===== config.mk =====
export PLATFORM = sky130hd
export DESIGN_NAME = sw_slot_master
export DESIGN_NICKNAME = d
export VERILOG_FILES = /design/src/rtl/sw_slot_pkg.sv /design/src/rtl/sw_line_sync.sv /design/src/rtl/sw_slot_timer.sv /design/src/rtl/sw_slot_master.sv
export SDC_FILE = /design/constraint.sdc
export NUM_CORES = 1
export LEC_CHECK = 0
export ABC_AREA = 1
export BUFFER_PORTS_ARGS = -buffer_cell sky130_fd_sc_hd__buf_2
export CAP_MARGIN = 40
export CORE_ASPECT_RATIO = 0.6
export CORE_MARGIN = 5
export CORE_UTILIZATION = 61
export DETAILED_ROUTE_END_ITERATION = 10
export PLACE_DENSITY = 0.8
export SLEW_MARGIN = 20
export SYNTH_ARGS = -nofsm -noshare
export SYNTH_HDL_FRONTEND = slang
export SYNTH_SLANG_ARGS = --single-unit

===== constraint.sdc =====
create_clock -name clk -period 4.6 [get_ports clk]
set_clock_uncertainty 0.15 [all_clocks]
set_input_delay 0.92 -clock clk [delete_from_list [all_inputs] [get_ports clk]]
set_output_delay 0.92 -clock clk [all_outputs]
set_load 0.03 [all_outputs]

===== src/rtl/sw_slot_pkg.sv =====
package sw_slot_pkg;

  typedef enum logic [1:0] {
    PH_IDLE  = 2'd0,
    PH_SLOT  = 2'd1,
    PH_RECOV = 2'd2
  } phase_t;

  typedef enum logic [1:0] {
    K_WR0 = 2'd0,
    K_WR1 = 2'd1,
    K_RD  = 2'd2
  } kind_t;

  // Microseconds to clock cycles for a given clock in MHz.
  function automatic int unsigned us_to_cycles(input int unsigned us, input int unsigned mhz);
    return us * mhz;
  endfunction

  // Command pins to slot kind.
  function automatic kind_t decode_kind(input logic rd, input logic wb);
    if (rd) return K_RD;
    return wb ? K_WR1 : K_WR0;
  endfunction

  // Low time of a slot kind.
  function automatic int unsigned low_cycles(input kind_t k, input int unsigned low0,
                                             input int unsigned lows);
    return (k == K_WR0) ? low0 : lows;
  endfunction

  function automatic int unsigned max2(input int unsigned a, input int unsigned b);
    return (a > b) ? a : b;
  endfunction

endpackage


===== src/rtl/sw_line_sync.sv =====
module sw_line_sync #(
  parameter int STAGES = 2
) (
  input  logic clk,
  input  logic rst_n,
  input  logic d,
  output logic q
);
  generate
    if (STAGES == 0) begin : g_bypass
      assign q = d;
    end else begin : g_flops
      logic [STAGES-1:0] sh;
      always_ff @(posedge clk or negedge rst_n) begin
        if (!rst_n) sh <= '1;   // released line reads high
        else        sh <= {sh[STAGES-2:0], d};
      end
      assign q = sh[STAGES-1];
    end
  endgenerate
endmodule


===== src/rtl/sw_slot_timer.sv =====
module sw_slot_timer
  import sw_slot_pkg::*;
#(
  parameter int unsigned SLOT_CYC  = 7000,
  parameter int unsigned RECOV_CYC = 500,
  parameter int unsigned CW        = 13
) (
  input  logic          clk,
  input  logic          rst_n,
  input  logic          go,
  output phase_t        phase,
  output logic [CW-1:0] cnt,
  output logic          slot_end,
  output logic          rec_end
);
  localparam logic [CW-1:0] SLOT_LAST  = CW'(SLOT_CYC - 1);
  localparam logic [CW-1:0] RECOV_LAST = CW'(RECOV_CYC - 1);

  assign slot_end = (phase == PH_SLOT)  && (cnt == SLOT_LAST);
  assign rec_end  = (phase == PH_RECOV) && (cnt == RECOV_LAST);

  always_ff @(posedge clk or negedge rst_n) begin
    if (!rst_n) begin
      phase <= PH_IDLE;
      cnt   <= '0;
    end else begin
      case (phase)
        PH_IDLE: if (go) begin
          phase <= PH_SLOT;
          cnt   <= '0;
        end
        PH_SLOT: if (slot_end) begin
          phase <= PH_RECOV;
          cnt   <= '0;
        end else cnt <= cnt + 1'b1;
        PH_RECOV: if (rec_end) begin
          phase <= PH_IDLE;
          cnt   <= '0;
        end else cnt <= cnt + 1'b1;
        default: begin
          phase <= PH_IDLE;
          cnt   <= '0;
        end
      endcase
    end
  end

  assert_slot_to_recov_R6: assert property (@(posedge clk) disable iff (!rst_n)
    slot_end |=> (phase == PH_RECOV));
  assert_recov_to_idle_R6: assert property (@(posedge clk) disable iff (!rst_n)
    rec_end |=> (phase == PH_IDLE));
  assert_go_enters_slot_R2: assert property (@(posedge clk) disable iff (!rst_n)
    (phase == PH_IDLE && go) |=> (phase == PH_SLOT && cnt == '0));
endmodule


===== src/rtl/sw_slot_master.sv =====
module sw_slot_master
  import sw_slot_pkg::*;
#(
  parameter int unsigned CLK_MHZ     = 100,
  parameter int unsigned LOWS_CYC    = us_to_cycles(2,  CLK_MHZ),
  parameter int unsigned LOW0_CYC    = us_to_cycles(65, CLK_MHZ),
  parameter int unsigned SAMP_CYC    = us_to_cycles(13, CLK_MHZ),
  parameter int unsigned SLOT_CYC    = us_to_cycles(70, CLK_MHZ),
  parameter int unsigned RECOV_CYC   = us_to_cycles(5,  CLK_MHZ),
  parameter int          SYNC_STAGES = 2
) (
  input  logic clk,
  input  logic rst_n,
  input  logic start,
  input  logic slot_rd,
  input  logic wr_bit,
  input  logic line_in,
  output logic line_oe,
  output logic busy,
  output logic done,
  output logic rd_bit
);
  localparam int unsigned CW = $clog2(max2(SLOT_CYC, RECOV_CYC) + 1);
  localparam logic [CW-1:0] LOW0_LAST = CW'(LOW0_CYC - 1);
  localparam logic [CW-1:0] LOWS_LAST = CW'(LOWS_CYC - 1);
  localparam logic [CW-1:0] SAMP_AT   = CW'(SAMP_CYC);

  phase_t        phase;
  logic [CW-1:0] cnt;
  logic          slot_end, rec_end;
  logic          line_s;
  kind_t         kind_q;

  // Named internal events
  logic accept_evt, release_evt, sample_evt;

  sw_line_sync #(.STAGES(SYNC_STAGES)) u_sync (
    .clk(clk), .rst_n(rst_n), .d(line_in), .q(line_s));

  sw_slot_timer #(.SLOT_CYC(SLOT_CYC), .RECOV_CYC(RECOV_CYC), .CW(CW)) u_timer (
    .clk(clk), .rst_n(rst_n), .go(accept_evt), .phase(phase), .cnt(cnt),
    .slot_end(slot_end), .rec_end(rec_end));

  assign busy        = (phase != PH_IDLE);
  assign accept_evt  = start && !busy;
  assign release_evt = (phase == PH_SLOT) && line_oe &&
                       (cnt == ((kind_q == K_WR0) ? LOW0_LAST : LOWS_LAST));
  assign sample_evt  = (phase == PH_SLOT) && (kind_q == K_RD) && (cnt == SAMP_AT);

  always_ff @(posedge clk or negedge rst_n) begin
    if (!rst_n) begin
      kind_q  <= K_WR1;
      line_oe <= 1'b0;
      done    <= 1'b0;
      rd_bit  <= 1'b0;
    end else begin
      done <= rec_end;
      if (accept_evt) begin
        kind_q  <= decode_kind(slot_rd, wr_bit);
        line_oe <= 1'b1;
      end else if (release_evt) begin
        line_oe <= 1'b0;
      end
      if (sample_evt) rd_bit <= line_s;
    end
  end

  // Assertions
  assert_idle_released_R1: assert property (@(posedge clk) disable iff (!rst_n)
    !busy |-> !line_oe);
  assert_accept_pulls_low_R2: assert property (@(posedge clk) disable iff (!rst_n)
    accept_evt |=> (busy && line_oe));
  assert_recov_released_R6: assert property (@(posedge clk) disable iff (!rst_n)
    (phase == PH_RECOV) |-> !line_oe);
  assert_done_single_R6: assert property (@(posedge clk) disable iff (!rst_n)
    done |=> !done);
  assert_done_after_busy_R6: assert property (@(posedge clk) disable iff (!rst_n)
    done |-> (!busy && $past(busy)));
  assert_busy_start_ignored_R7: assert property (@(posedge clk) disable iff (!rst_n)
    (busy && start && !rec_end) |=> busy);
  assert_rdbit_hold_R8: assert property (@(posedge clk) disable iff (!rst_n)
    !sample_evt |=> $stable(rd_bit));
  assert_released_by_sample_R5: assert property (@(posedge clk) disable iff (!rst_n)
    sample_evt |-> !line_oe);
endmodule


==> summary.txt, run 1 <==
Logic synthesis
  • Synthesized cell area: 1498 µm²
  • Mapped Cells: 199
  • Syn_area_per_cell: 7.526 µm²
  • Synth warn: 0
  • Seq cells post-synth: 22
  • Asr flop ratio synth: 100.0%
  • Post-synth EDFFs: 0
  • Synth Flop Type: dfrtp_1
  • Seq/Total Area, Yosys: 37.01%
  • Synth cell types: 30
  • Synth Net Count: 211

Min path
  • Worst Hold Depth: 0
  • Hold EP: u_sync.g_flops.sh[1]$_DFF_PN1_
  • Worst min path class: flop to flop
  • Worst Hold Launch: u_sync.g_flops.sh[0]$_DFF_PN1_

Critical path
  • Crit-path slowest cell: dfrtp_1
  • R2R Path End: u_timer.cnt[8]$_DFFE_PN0P_
  • Critical path data arrival time: 1340 ps
  • CP dominant cell by count: inv_1
  • Setup crit start kind: flop
  • CP Buf/Inv Count: 3
  • Critical Path Max Stage Delay: 390 ps
  • Critical Path Start: u_timer.phase[0]$_DFFE_PN0P_
  • Critical path peak fanout: 3
  • Critical path, cell by cell: inv_1, ha_1, inv_1, buf_2
  • CP Capture Type: output port
  • Worst r2r src: u_timer.phase[0]$_DFFE_PN0P_
  • CP Data Required Time: 3530 ps
  • Top delay family on crit path: buffers and inverters
  • Crit Path Class: flop to output port
  • Worst reg-to-reg path cell count: 10
  • Reg2reg setup slack: 2460 ps

Cells and area
  • Fin nets: 221
  • Diodes inserted: 0
  • Area grow syn2layout: 7.603%
  • Final Cell Area: 1612 µm²
  • Final Util: 71.79%
  • Final Instance Count excl. Fillers: 238
  • Share of cells above drive strength 1: 22.60%
  • Number of fill cells: 193

Global routing
  • Global routing's busiest layer: met1
  • Met2 Resource Use GR: 30.74%
  • Vias in the first global route: 1246
  • First-pass GRT wire length: 6078 µm
  • Overflow after GRT: 0
  • GR Util met1: 32.57%
  • Initial antenna violation count: 0
  • Largest net degree at the start of global routing: 23
  • GRT Resource Usage Total: 21.99%
  • M3 GR Usage: 7.613%

Clock network
  • CTS clock-pin slew for the worst setup and hold paths: 80 ps
  • Clock tree buffer depth: 2
  • Clk_lat worst skew: 270 ps
  • Resized cells post-CTS: 0
  • Hold_buf cts: 0
  • CTS tree: built
  • TritonCTS buffer count: 3
  • Post-CTS Setup Inserts: 0
  • CTS H-Tree Depth: 1
  • Clock sinks: 22
  • Root Driver: clkbuf_8

Detailed routing
  • DR iter-0 viols: 156
  • Routed length per instance: 15.26 µm
  • ANT nets after route: 0
  • DRC: 0
  • Routed via count: 1320
  • WL final: 3631 µm
  • TritonRoute pass-1 iters: 4
  • DR vias/cell: 5.546

Timing
  • RSZ-0062 raised after global routing: no
  • Final setup viols: 0
  • Period utilization: 52.31%
  • Max transition margin: 66.42%
  • F_max: 415.6 MHz
  • Final Hold Vio Count: 0
  • Worst Max-Slew Pin Slew: 503.6 ps
  • Hold Slack: 210.7 ps
  • Fin. max-slew vios: 0
  • Min Tclk post-route: 2406 ps
  • Setup TNS: 0 ps

Power
  • Clk network pwr share: 26.8%
  • Peak VDD IR: 273.7 µV
  • Int Pwr: 412.6 µW
  • Pwr dens: 423.8 nW/µm²
  • Static leakage: 0.7269 nW
  • Switching power: 270.4 µW
  • Sw frac: 39.59%
  • Sequential share of power: 35.4%
  • Gate power share: 37.9%

Run
  • Max cap viols: 0

Placement
  • Detailed placer's ending HPWL: 2696 µm
  • Placed insts: 233
  • Cell Area, Placed: 1529 µm²
  • Port Buffers: 9
  • Gp weighted congestion: 0.9961

Die
  • Die height: 48.38 µm
  • Initial core utilization: 66.72%
  • Die ar.: 3579 µm²
  • Boundary Pins: 10
  • Std cell rows: 13
  • CORE AREA: 2245 µm²
  • Die X: 73.97 µm

Outcome
  • Outcome: complete, no violations
## registers in the layout, summed over array words and instances, names as in the netlist
register / flops
u_timer.cnt: 13
kind_q: 2
u_sync.g_flops.sh: 2
u_timer.phase: 2
done: 1
line_oe: 1
rd_bit: 1
## layout by cell type, fill, tap and decap left out, types with 2 or more instances in the layout
| master | netlist | final |
|---|---|---|
| nand3_1 | 19 | 19 |
| ha_1 | 6 | 6 |
| clkbuf_8 | 0 | 3 |
| buf_2 | 1 | 9 |
| xor2_1 | 5 | 5 |
| dfrtp_1 | 19 | 19 |
| inv_2 | 5 | 5 |
| nand2_1 | 55 | 55 |
| nand4_1 | 4 | 4 |
| a21oi_2 | 9 | 9 |
| o21ai_0 | 3 | 3 |
| nor2_2 | 6 | 6 |
| nor2_1 | 23 | 23 |
| nor3_1 | 2 | 2 |
| dfstp_2 | 3 | 3 |
| nand2_2 | 5 | 5 |
| inv_1 | 19 | 19 |
## power groups by stage
stage | registers [mW] | clock network (mW) | logic [mW]
after CTS | 0.240 | 0.183 | 0.250
after floorplan | 0.238 | 0 | 0.225
after detailed placement | 0.244 | 0 | 0.247
after global routing | 0.245 | 0.194 | 0.287
after global placement | 0.243 | 0 | 0.232
final | 0.241 | 0.183 | 0.259
## cells by family (layout without fill, tap and decap cells)
family / count (synthesis) / count (layout) / synth area share, %
fa+ha+maj: 6 / 6 / 5.012
simple gates: 120 / 120 / 36.42
flops: 22 / 22 / 37.01
xor+xnor: 5 / 5 / 2.924
buf+inv: 29 / 38 / 9.440
compound gates: 17 / 17 / 9.190
## cell type report
| cell class | instances | area (µm²) | share of cell area, % |
|---|---|---|---|
| multi-input cells | 148 | 802.0 | 49.77 |
| flip-flops and latches | 22 | 554.3 | 34.39 |
| inverters | 24 | 90.09 | 5.590 |
| repair buffers | 10 | 56.30 | 3.494 |
| clock buffers | 3 | 41.29 | 2.562 |
| well taps | 30 | 37.54 | 2.329 |
| clock inverters | 1 | 30.03 | 1.863 |
## worst max-delay path by stage
stage,end,depth (start not counted)
2_1_floorplan,busy,3
3_3_place_gp,u_timer.cnt[5]$_DFFE_PN0P_,7
3_5_place_dp,u_timer.cnt[5]$_DFFE_PN0P_,7
4_1_cts,u_timer.cnt[5]$_DFFE_PN0P_,9
5_1_grt,busy,4
6_report,busy,4
## per-layer routing
metal | part of all wire [%] | routed length, µm
met3 | 11 | 407
met2 | 42 | 1525
met1 | 45 | 1647
met4 | 1.4 | 51
met5 | 0 | 0
## through the flow
stage          power [mW]  worst slack (ps)
5_1_grt            0.7249              2116
3_5_place_dp       0.4908              1879
2_1_floorplan      0.4626              2649
4_1_cts            0.6729              2093
6_report           0.6830              2194
3_3_place_gp       0.4751              1986
## cells in the mapped netlist (4+ instances only)
| cell | instances | share of area (%) |
|---|---|---|
| inv_2 | 5 | 1.3 |
| nand2_1 | 55 | 14 |
| nand3_1 | 19 | 6.3 |
| nor2_1 | 23 | 5.8 |
| nor2_2 | 6 | 2.5 |
| inv_1 | 19 | 4.8 |
| ha_1 | 6 | 5.0 |
| dfrtp_1 | 19 | 32 |
| a21oi_2 | 9 | 5.3 |
| nand2_2 | 5 | 2.1 |
| xor2_1 | 5 | 2.9 |
| nand4_1 | 4 | 1.7 |
No activity file was read; power rests on OpenSTA's default activity.
==> run 2: changes to the inputs <==
Settings changed: CORE_UTILIZATION 61 to 54, PLACE_DENSITY 0.8 to 0.75.
Clock period 4.6 ns to 2.08 ns, I/O delays scaled along.
==> run 2 against run 1 <==
Net effect: via count is 1.9% higher; critical path depth up 7; clock-buffer cell count is 1 higher; combinational power rose by 120%; largest power group unchanged; highest routed layer unchanged; largest cell class unchanged.
==> summary.txt, run 2 (same netlist as run 1, synthesis figures left out) <==
Outcome
  • Outcome: complete, no violations

Run
  • Max cap viols: 0

Timing
  • Setup TNS: 0 ps
  • RSZ-0062 raised after global routing: no
  • Max transition margin: 65.86%
  • Fin. max-slew vios: 0
  • Min Tclk post-route: 1927 ps
  • Period utilization: 92.65%
  • F_max: 518.9 MHz
  • Final Hold Vio Count: 0
  • Final setup viols: 0
  • Worst Max-Slew Pin Slew: 512.1 ps

Die
  • Initial core utilization: 58.16%
  • Die ar.: 3962 µm²
  • Std cell rows: 14
  • Die X: 77.99 µm
  • CORE AREA: 2575 µm²
  • Die height: 50.80 µm
  • Boundary Pins: 10

Placement
  • Gp weighted congestion: 1.031
  • Port Buffers: 9
  • Detailed placer's ending HPWL: 2914 µm
  • Cell Area, Placed: 1562 µm²

Critical path
  • CP Capture Type: flop
  • Critical path data arrival time: 1930 ps
  • CP Data Required Time: 2080 ps
  • Crit Path Class: flop to flop
  • Setup crit start kind: flop
  • Critical path peak fanout: 10

Global routing
  • Initial antenna violation count: 0
  • Overflow after GRT: 0
  • GRT Resource Usage Total: 19.73%
  • Largest net degree at the start of global routing: 23
  • First-pass GRT wire length: 6182 µm
  • Vias in the first global route: 1269

Clock network
  • CTS tree: built
  • Clk_lat worst skew: 270 ps
  • TritonCTS buffer count: 3
  • Clock tree buffer depth: 2
  • CTS clock-pin slew for the worst setup and hold paths: 90 ps
  • Root Driver: clkbuf_8
  • CTS H-Tree Depth: 1
  • Clock sinks: 22

Cells and area
  • Fin nets: 225
  • Final Cell Area: 1627 µm²
  • Final Util: 63.17%
  • Diodes inserted: 0
  • Reg with most FFs: u_timer.cnt
  • Commonest cells after routing, fill and taps aside: 55 x nand2_1, 23 x nor2_1, 19 x inv_1, 19 x nand3_1, 19 x dfrtp_1
  • Share of cells above drive strength 1: 23.58%
  • Commonest non-fill, non-tap cell in the layout: nand2_1
  • Max reg flops: 13
  • Area grow syn2layout: 8.605%

Detailed routing
  • DRC: 0
  • ANT nets after route: 0
  • Routed via count: 1345
  • Routed length per instance: 14.96 µm
  • WL final: 3651 µm
  • DR vias/cell: 5.512
  • DR iter-0 viols: 231
  • TritonRoute pass-1 iters: 4

Power
  • Tot Pwr: 1.431 mW
  • Static leakage: 0.7370 nW
  • Pwr dens: 879.7 nW/µm²
  • Peak VDD IR: 615.2 µV

Min path
  • Worst min path class: input port to flop
[run 2: cell types whose count changed in the layout (fill, tap and decap cells not counted)]
| cell | change |
|---|---|
| buf_4 | +4 |
| buf_6 | -1 |
| bufinv_16 | -1 |
| dlygate4sd3_1 | +1 |
| clkbuf_8 | +1 |
[run 2: report_power, final]
part,leakage [nW],switching [mW],internal (mW)
sequential,0.285,0.0524,0.486
clock,0.0288,0.150,0.169
combinational,0.423,0.393,0.180
total,0.737,0.596,0.835
[run 2: worst paths after layout]
kind	to	startpoint	depth (start not counted)	slack (ps)
setup / recovery	u_timer.cnt[11]$_DFFE_PN0P_	u_timer.phase[0]$_DFFE_PN0P_	11	150
hold reg to reg	u_sync.g_flops.sh[1]$_DFF_PN1_	u_sync.g_flops.sh[0]$_DFF_PN1_	0	210
max in group asynchronous	u_sync.g_flops.sh[1]$_DFF_PN1_	rst_n	2	930
hold / removal	u_sync.g_flops.sh[0]$_DFF_PN1_	line_in	1	80
min in group asynchronous	u_timer.cnt[4]$_DFFE_PN0P_	rst_n	2	490
setup reg to reg	u_timer.cnt[11]$_DFFE_PN0P_	u_timer.phase[0]$_DFFE_PN0P_	11	150
[run 2: area by class of cell]
cell class                      instances  area [µm²]
Multi-Input combinational cell        148       802.0
Timing Repair Buffer                   14       85.08
Sequential cell                        22       554.3
Tap cell                               32       40.04
Inverter                               24       90.09
Fill cell                             227       948.4
Clock buffer                            4       55.05
[run 2: timing repair]
| item | in CTS | in global routing |
|---|---|---|
| hold endpoints to repair | 19 | 0 |
| hold buffers | 1 | 0 |
| setup buffers | 0 | 0 |
| resized for setup | 0 | 0 |
[run 2: metrics by stage]
stage	cells	hold WS (ps)	setup WS, ps
final	244	79.84	152.8
after global routing	244	72.41	21.73
after CTS	244	76.87	157.8
after detailed placement	239	198.8	161.8
after global placement	239	195.5	296.5
after floorplan	199	-29.59	285.5
[run 2: per-layer routing]
metal / wire length (µm) / vias to the layer above / global-route usage, % / share of wire, %
met5: 0 / - / 0 / 0
li1: - / 653 / - / -
met2: 1525 / 52 / 29.36 / 42
met3: 308 / 4 / 3.393 / 8.4
met1: 1771 / 636 / 29.90 / 49
met4: 45 / 0 / 4.213 / 1.2
[run 2: worst max-delay path: stages, from the launching register on]
cell and delay [ps]:
dfrtp_1 410, inv_1 120, ha_1 200, inv_1 80, nor2_4 140, inv_1 110, buf_4 190, buf_4 170
nand2_1 60, nand2_1 60, nand2_1 90, a21oi_2 30
